<file path="config.mk">
export PLATFORM = sky130hd
export DESIGN_NAME = halt_pwr_seq
export DESIGN_NICKNAME = d
export VERILOG_FILES = /design/src/rtl/halt_pkg.sv /design/src/rtl/halt_gate.sv /design/src/rtl/halt_stab_timer.sv /design/src/rtl/halt_pwr_seq.sv
export SDC_FILE = /design/constraint.sdc
export NUM_CORES = 1
export LEC_CHECK = 0
export ABC_AREA = 0
export BUFFER_PORTS_ARGS = -buffer_cell sky130_fd_sc_hd__buf_4
export CAP_MARGIN = 20
export CELL_PAD_IN_SITES_DETAIL_PLACEMENT = 0
export CELL_PAD_IN_SITES_GLOBAL_PLACEMENT = 1
export CORE_UTILIZATION = 42
export DETAILED_ROUTE_END_ITERATION = 8
export PLACE_DENSITY_LB_ADDON = 0.12
export SLEW_MARGIN = 10
export SYNTH_ARGS = -nofsm -noshare
export SYNTH_HDL_FRONTEND = slang
export SYNTH_SLANG_ARGS = --single-unit
</file>
<file path="constraint.sdc">
create_clock -name clk -period 3.8 [get_ports clk]
set_clock_uncertainty 0.05 [all_clocks]
set_input_delay 0.76 -clock clk [delete_from_list [all_inputs] [get_ports clk]]
set_output_delay 0.76 -clock clk [all_outputs]
set_load 0.01 [all_outputs]
</file>
<file path="src/rtl/halt_pkg.sv">
package halt_pkg;
  typedef enum logic [1:0] {
    ST_RUN  = 2'd0,
    ST_HALT = 2'd1,
    ST_STAB = 2'd2,
    ST_PLLW = 2'd3
  } pwr_state_t;
endpackage

</file>
<file path="src/rtl/halt_gate.sv">
// Qualifies halt requests and detects wake sources.
module halt_gate #(
  parameter int              NIRQ      = 4,
  parameter logic [NIRQ-1:0] WAKE_MASK = 'b0101
) (
  input  logic            halt_req,
  input  logic            cfg_active_halt,
  input  logic            cfg_awu_en,
  input  logic            cfg_wdg_en,
  input  logic            cfg_wdg_halt_ok,
  input  logic            reset_req,
  input  logic [NIRQ-1:0] irq_req,
  output logic            go_halt,
  output logic            go_wdg,
  output logic            wake_any,
  output logic            wake_rst,
  output logic [NIRQ-1:0] wake_vec
);
  logic            req_ok;
  logic [NIRQ-1:0] masked;

  always_comb begin
    req_ok   = halt_req && !cfg_active_halt && !cfg_awu_en;
    go_wdg   = req_ok && cfg_wdg_en && !cfg_wdg_halt_ok;
    go_halt  = req_ok && !go_wdg;
    masked   = irq_req & WAKE_MASK;
    wake_rst = reset_req;
    wake_any = reset_req || (|masked);
    // reset wins over interrupts
    wake_vec = reset_req ? '0 : masked;
  end
endmodule

</file>
<file path="src/rtl/halt_stab_timer.sv">
// Stabilization counter on the oscillator clock; one-cycle done pulse.
module halt_stab_timer #(
  parameter int SHORT_DLY = 256,
  parameter int LONG_DLY  = 4096
) (
  input  logic clk,
  input  logic rst,
  input  logic start,
  input  logic long_sel,
  output logic done
);
  localparam int MAXD = (LONG_DLY > SHORT_DLY) ? LONG_DLY : SHORT_DLY;
  localparam int CW   = $clog2(MAXD) + 1;
  // load value leaves one cycle for done and one for the state change
  localparam logic [CW-1:0] SHORT_LD = CW'(SHORT_DLY - 2);
  localparam logic [CW-1:0] LONG_LD  = CW'(LONG_DLY - 2);

  logic [CW-1:0] cnt;
  logic          run;

  always_ff @(posedge clk) begin
    if (rst) begin
      cnt  <= '0;
      run  <= 1'b0;
      done <= 1'b0;
    end else begin
      done <= 1'b0;
      if (start) begin
        cnt <= long_sel ? LONG_LD : SHORT_LD;
        run <= 1'b1;
      end else if (run) begin
        if (cnt == '0) begin
          run  <= 1'b0;
          done <= 1'b1;
        end else begin
          cnt <= cnt - 1'b1;
        end
      end
    end
  end

  a_r6_done_single: assert property (@(posedge clk) disable iff (rst)
    done |=> !done);
  a_r6_done_needs_run: assert property (@(posedge clk) disable iff (rst)
    done |-> $past(run));

  initial begin
    a_r6_min_delay: assert (SHORT_DLY >= 2 && LONG_DLY >= 2);
  end
endmodule

</file>
<file path="src/rtl/halt_pwr_seq.sv">
module halt_pwr_seq
  import halt_pkg::*;
#(
  parameter int              NIRQ      = 4,
  parameter logic [NIRQ-1:0] WAKE_MASK = 'b0101,
  parameter int              SHORT_DLY = 256,
  parameter int              LONG_DLY  = 4096
) (
  input  logic            clk,
  input  logic            rst,
  input  logic            halt_req,
  input  logic            cfg_active_halt,
  input  logic            cfg_awu_en,
  input  logic            cfg_wdg_en,
  input  logic            cfg_wdg_halt_ok,
  input  logic            cfg_long_dly,
  input  logic            cfg_pll_en,
  input  logic            pll_locked,
  input  logic            reset_req,
  input  logic [NIRQ-1:0] irq_req,
  output logic            osc_en,
  output logic            cpu_clk_en,
  output logic            per_clk_en,
  output logic            imask_clr,
  output logic            wdg_rst,
  output logic            wake_valid,
  output logic            wake_is_reset,
  output logic [NIRQ-1:0] wake_irq
);
  pwr_state_t      state, nxt;
  logic            go_halt, go_wdg, wake_any, wake_rst;
  logic [NIRQ-1:0] wake_vec;
  logic            start, tdone;

  halt_gate #(.NIRQ(NIRQ), .WAKE_MASK(WAKE_MASK)) u_gate (
    .halt_req        (halt_req),
    .cfg_active_halt (cfg_active_halt),
    .cfg_awu_en      (cfg_awu_en),
    .cfg_wdg_en      (cfg_wdg_en),
    .cfg_wdg_halt_ok (cfg_wdg_halt_ok),
    .reset_req       (reset_req),
    .irq_req         (irq_req),
    .go_halt         (go_halt),
    .go_wdg          (go_wdg),
    .wake_any        (wake_any),
    .wake_rst        (wake_rst),
    .wake_vec        (wake_vec)
  );

  halt_stab_timer #(.SHORT_DLY(SHORT_DLY), .LONG_DLY(LONG_DLY)) u_timer (
    .clk      (clk),
    .rst      (rst),
    .start    (start),
    .long_sel (cfg_long_dly),
    .done     (tdone)
  );

  always_comb begin
    start = (state == ST_HALT) && wake_any;
    nxt   = state;
    unique case (state)
      ST_RUN:  if (go_halt) nxt = ST_HALT;
      ST_HALT: if (wake_any) nxt = ST_STAB;
      ST_STAB: if (tdone) nxt = (!cfg_pll_en || pll_locked) ? ST_RUN : ST_PLLW;
      ST_PLLW: if (pll_locked) nxt = ST_RUN;
      default: nxt = ST_RUN;
    endcase
  end

  always_ff @(posedge clk) begin
    if (rst) begin
      state         <= ST_RUN;
      osc_en        <= 1'b1;
      cpu_clk_en    <= 1'b1;
      per_clk_en    <= 1'b1;
      imask_clr     <= 1'b0;
      wdg_rst       <= 1'b0;
      wake_valid    <= 1'b0;
      wake_is_reset <= 1'b0;
      wake_irq      <= '0;
    end else begin
      state      <= nxt;
      osc_en     <= (nxt != ST_HALT);
      cpu_clk_en <= (nxt == ST_RUN);
      per_clk_en <= (nxt == ST_RUN);
      imask_clr  <= (nxt == ST_HALT);
      wdg_rst    <= (state == ST_RUN) && go_wdg;
      wake_valid <= (state != ST_RUN) && (nxt == ST_RUN);
      if (start) begin
        wake_is_reset <= wake_rst;
        wake_irq      <= wake_vec;
      end
    end
  end

  a_r1_blocked_ignored: assert property (@(posedge clk) disable iff (rst)
    (cpu_clk_en && halt_req && (cfg_active_halt || cfg_awu_en)) |=> (osc_en && !wdg_rst));
  a_r2_wdg_keeps_running: assert property (@(posedge clk) disable iff (rst)
    wdg_rst |-> (osc_en && cpu_clk_en && per_clk_en));
  a_r3_mask_while_off: assert property (@(posedge clk) disable iff (rst)
    !osc_en |-> imask_clr);
  a_r5_stay_halted: assert property (@(posedge clk) disable iff (rst)
    (!osc_en && !reset_req && ((irq_req & WAKE_MASK) == '0)) |=> !osc_en);
  a_r8_release_flag: assert property (@(posedge clk) disable iff (rst)
    $rose(per_clk_en) |-> wake_valid);
  a_r7_pll_hold: assert property (@(posedge clk) disable iff (rst)
    (cfg_pll_en && !pll_locked && !per_clk_en) |=> !per_clk_en);
  a_r9_reset_priority: assert property (@(posedge clk) disable iff (rst)
    $rose(osc_en) |-> (wake_is_reset == $past(reset_req)));
endmodule

</file>
# After elaboration in Yosys (flattened, before gate mapping)
# Index checks and enable logic that the tools add are counted.
# op_classes
add_sub_neg	1
n_eq_ne	6
muxes	15
bitwise_logic	1
n_reduce_logical	23
# ops
operator	count
two-way mux 13 bit	3
logical NOT 13 bit	1
subtractor 13 x 1 -> 13 bit (second input constant)	1
two-way mux 12 bit	1
two-way mux 2 bit	5
logical AND 1 bit	8
one-hot mux 2 bit (4 select lines)	1
logical NOT 1 bit	5
== test 2 x 1 -> 1 bit (second input constant)	2
== test 2 bit (second input constant)	2
logical NOT 2 bit	2
two-way mux 1 bit	4
nonzero test 2 bit	2
two-way mux 3 bit	1
OR reduction 3 bit	1
logical OR 1 bit	2
inequality test 2 x 1 -> 1 bit (second input constant)	1
inequality test 2 bit (second input constant)	1
AND reduction 2 bit	1
OR reduction 2 bit	1
inverter 1 bit	1
# word_totals
ff_bits	27
input_bits	15
out_inout_bits	11
word_cells	57

# Longest topological paths before layout
# logic_depth
ltp_word	11
ltp_mapped	6
ltp_nobuf	6

# By module
# From an unflattened synthesis, not the netlist that was laid out.
# unflattened
cells_unflattened	147
hier_area_um2	1286.2
# by_module_without_submodules
module	instances	cells_each	area_per_inst_um2	seq_area_each_um2
halt_stab_timer	1	88	777.0	300.3
halt_pwr_seq	1	48	434.2	240.2
halt_gate	1	11	75.1	0.0

# Worst setup path before layout
# Ideal clock, no wire load.
# synth_path
path_kind	reg-to-reg
start	register u_timer.cnt[4]
end	register u_timer.cnt[11]
setup_time_ps	117
arrival_time_ps	1982
required_time_ps	3633
path_slack_ps	1650
stages_incl_launch_ff	6
path_buffers	1
synth_period_minus_slack_ps	2150
cell_sequence	dfxtp_1 or4_1 buf_2 or3_4 or4_1 a32o_1
# synth_via
elab_chain_len	4
elab_cells_between_ends	7
classes_between	add/sub: 1; eq/ne: 1; mux: 3; reduce/logical: 2
# synth_lines
item	line_no	rtl
start: declaration	halt_stab_timer.sv:18	logic [CW-1:0] cnt;
start signal: assignment	halt_stab_timer.sv:29	cnt <= long_sel ? LONG_LD : SHORT_LD;
start signal: assignment	halt_stab_timer.sv:36	cnt <= cnt - 1'b1;
subtractor 13 x 1 -> 13 bit	halt_stab_timer.sv:36	
two-way mux 13 bit	halt_stab_timer.sv:32	if (cnt == '0) begin
two-way mux 13 bit	halt_stab_timer.sv:31	end else if (run) begin
two-way mux 13 bit	halt_stab_timer.sv:28	if (start) begin
# Several ways; a longest one is shown, not always the timed one. The select of a mux whose other input is x is not followed.
# A chain may end at the register's enable or synchronous reset.

# Worst setup path in the final report
# Ends and elaborated chain as after synthesis.

==> metrics.md <==
| Metric | Value |
|---|---|
| Max Root-Sink Buffers | `2` |
| WL final | `2570 µm` |
| Tot GR Track Use | `19.9%` |
| Clk Tree Root Cell | `clkbuf_4` |
| First-pass GRT wire length | `4170 µm` |
| Hold Fails Final Rpt | `0` |
| VDD IR max | `0.000392 V` |
| Crit path max fanout | `10` |
| Vias per cell | `5.83` |
| Top FF cell, synth | `dfxtp_1` |
| Critical Path Sink Type | `register` |
| Share of post-route cells with drive strength above 1 | `19.7%` |
| Cells after Synth | `131` |
| CTS tree | `built` |
| Post-synthesis sequential area ratio | `42.5%` |
| Pleak | `0.532 nW` |
| Cts bufs inserted | `3` |
| Hold_ws | `428 ps` |
| Max-Cap Viols | `0` |
| Die Width | `54.9 µm` |
| Worst-Margin Slew | `700 ps` |
| Die ar. | `3020 µm²` |
| WL met3 | `127 µm` |
| Average cell area after synthesis | `8.99 µm²` |
| First-pass DRT Iterations | `4` |
| Setup repair bufs after CTS | `0` |
| Metal2 WL | `1170 µm` |
| Status | `finished clean` |
| Filler Cell Count | `249` |
| FP Rows | `18` |
| Drt wl/cell | `14.5 µm` |
| Post-synth EDFFs | `0` |
| Antenna Nets Post-Route | `0` |
| Critical-path cell list | `or4_1 > or3_4 > or4_1 > a32o_1` |
| Final Cycle Share | `61.0%` |
| Layout overhead on the synthesized area | `15.0%` |
| Via Count | `1032` |
| Top Layer Used | `met4` |
| Post-route insts no fill | `177` |
| Initial core utilization | `45.9%` |
| Fmax | `432 MHz` |
| Pwr dens | `577 nW/µm²` |
| Cts hold-fix bufs | `0` |
| Worst EP required | `3980 ps` |
| Startpoint types | `register` |
| Power, Total | `0.781 mW` |
| CTS Sinks | `25` |
| Post-Syn Area | `1180 µm²` |
| Library cells used by synthesis | `41` |
| Arrival @ worst endpoint | `2500 ps` |
| Crit Path Class | `register to register` |
| Largest net degree at the start of global routing | `20` |
| Clock slew seen by the registers of the worst setup and hold paths | `130 ps` |
| Final min period | `2320 ps` |
| Final nets | `165` |
| Max stage delay on crit path | `710 ps` |
| Remaining DRCs | `0` |
| Slowest-stage cell, CP | `or4_1` |
| Clock Latency Late Sink | `320 ps` |
| Final GP Congestion | `0.829` |
| Slew headroom | `52.9%` |
| CORE AREA | `2570 µm²` |
| Vias in the first global route | `918` |
| Wl on met1 | `1260 µm` |
| Initial antenna violation count | `0` |
| GR Overflow Total | `0` |
| Final setup fails | `0` |
| Ys async rst share | `0%` |
| 1st-iter DRT viols | `16` |
| Post-DP HPWL | `1900 µm` |
| Antenna Cells | `0` |
| Fin. max-slew vios | `0` |
| PostCTS Resize Cnt | `0` |
| RSZ-0062 raised after global routing | `no` |
| H-tree Lvls | `1` |
| Setup TNS | `0 ps` |
| Synthesized flop and latch total | `25` |
| Worst min path class | `register to register` |
| Placed Instance Area | `1330 µm²` |
| Ys Warns | `0` |
| CP bufs+invs | `0` |
| Crit-path most repeated cell | `or4_1` |
| I/O pin count | `26` |
| Die height | `54.9 µm` |
| Dpl cells | `173` |
| Cell family with the largest share of critical-path delay | `simple AND/OR/NAND/NOR gates` |
| Port Buffers | `21` |
| Finished Cell Area | `1350 µm²` |
==> registers in the layout, summed over array words and instances, names as in the netlist <==
signal / count
state: 2
wdg_rst: 1
wake_irq: 2
osc_en: 1
imask_clr: 1
u_timer.run: 1
wake_valid: 1
wake_is_reset: 1
u_timer.cnt: 13
per_clk_en: 1
u_timer.done: 1
==> final cells by class <==
class                      count  area, µm²  area share, %
timing repair buffer          21        158           11.6
clock buffer                   3       22.5           1.66
multi-input combinational     94        619           45.7
inverter                       3       11.3          0.832
tap                           30       37.5           2.77
sequential                    25        500           37.0
clock inverter                 1       5.00          0.370
==> worst register-to-register path, stage by stage (launching register included) <==
cell and delay [ps]:
dfxtp_1 380, or4_1 710, or3_4 410, or4_1 410, a32o_1 270
==> Yosys cell counts (2+ instances only) <==
cell,instances,area (µm²)
a211oi_1,2,15.0
a21oi_1,9,45.0
a31oi_1,5,31.3
a32o_1,3,30.0
and2_1,2,12.5
and3_1,2,12.5
and3b_1,2,17.5
buf_4,3,22.5
clkbuf_1,6,22.5
dfxtp_1,25,500
ha_1,2,25.0
inv_1,3,11.3
nand2_1,9,33.8
nor2_1,7,26.3
nor2b_1,2,12.5
nor3_1,5,25.0
nor4_1,4,25.0
o21ai_0,2,10.0
o31ai_1,4,30.0
o41ai_1,4,35.0
or3_1,2,12.5
or4_1,7,52.6
xnor2_1,3,26.3
==> cell usage in the layout (no fill, tap or decap), drive strengths merged, types with 2 or more instances in the layout <==
cell,count
nor4,4
nor2b,2
dfxtp,25
nor2,7
o21ai,2
buf,21
and2,2
nand2,9
a211oi,2
and3,2
o31ai,4
a32o,3
a31oi,5
ha,2
a21oi,9
clkbuf,3
and3b,2
or4,7
or3,4
xnor2,3
nor3,5
conb,2
o41ai,4
inv,3
==> metal layers <==
metal / vias up / track usage, %
met1: 477 / 25.6
met4: 0 / 3.75
met5: - / 0
met2: 26 / 32.9
met3: 2 / 5.74
li1: 527 / -
==> worst paths after layout <==
| check | from | to | slack [ps] | cells after the start |
|---|---|---|---|---|
| hold / removal | wake_is_reset | wake_is_reset | 430 | 2 |
| setup reg to reg | u_timer.cnt[4] | u_timer.cnt[11] | 1480 | 4 |
| setup / recovery | u_timer.cnt[4] | u_timer.cnt[11] | 1480 | 4 |
| hold reg to reg | wake_is_reset | wake_is_reset | 430 | 2 |
==> power breakdown <==
part	leakage (nW)	internal, mW	switching, mW
Clock	0.0177	0.0394	0.0765
Combinational	0.311	0.134	0.181
Sequential	0.204	0.305	0.0451
Total	0.532	0.478	0.303
==> through the flow <==
stage | utilization (%) | worst slack (ps)
after floorplan | - | 1650
after global placement | 51.7 | 1470
after detailed placement | 51.7 | 1480
after CTS | 52.7 | 1490
after global routing | 52.7 | 1380
final | 52.7 | 1480
==> cells by family after synthesis <==
group | Yosys count | share of synthesized area (%)
DFF | 25 | 42.5
other | 1 | 0.319
xor gates and xnor gates | 4 | 2.98
AOI/OAI and AO/OA | 35 | 20.8
buffers and inverters | 13 | 5.21
and+or+nand+nor | 51 | 26.0
adders and majority gates | 2 | 2.13
(Power assumes the default switching activity.)
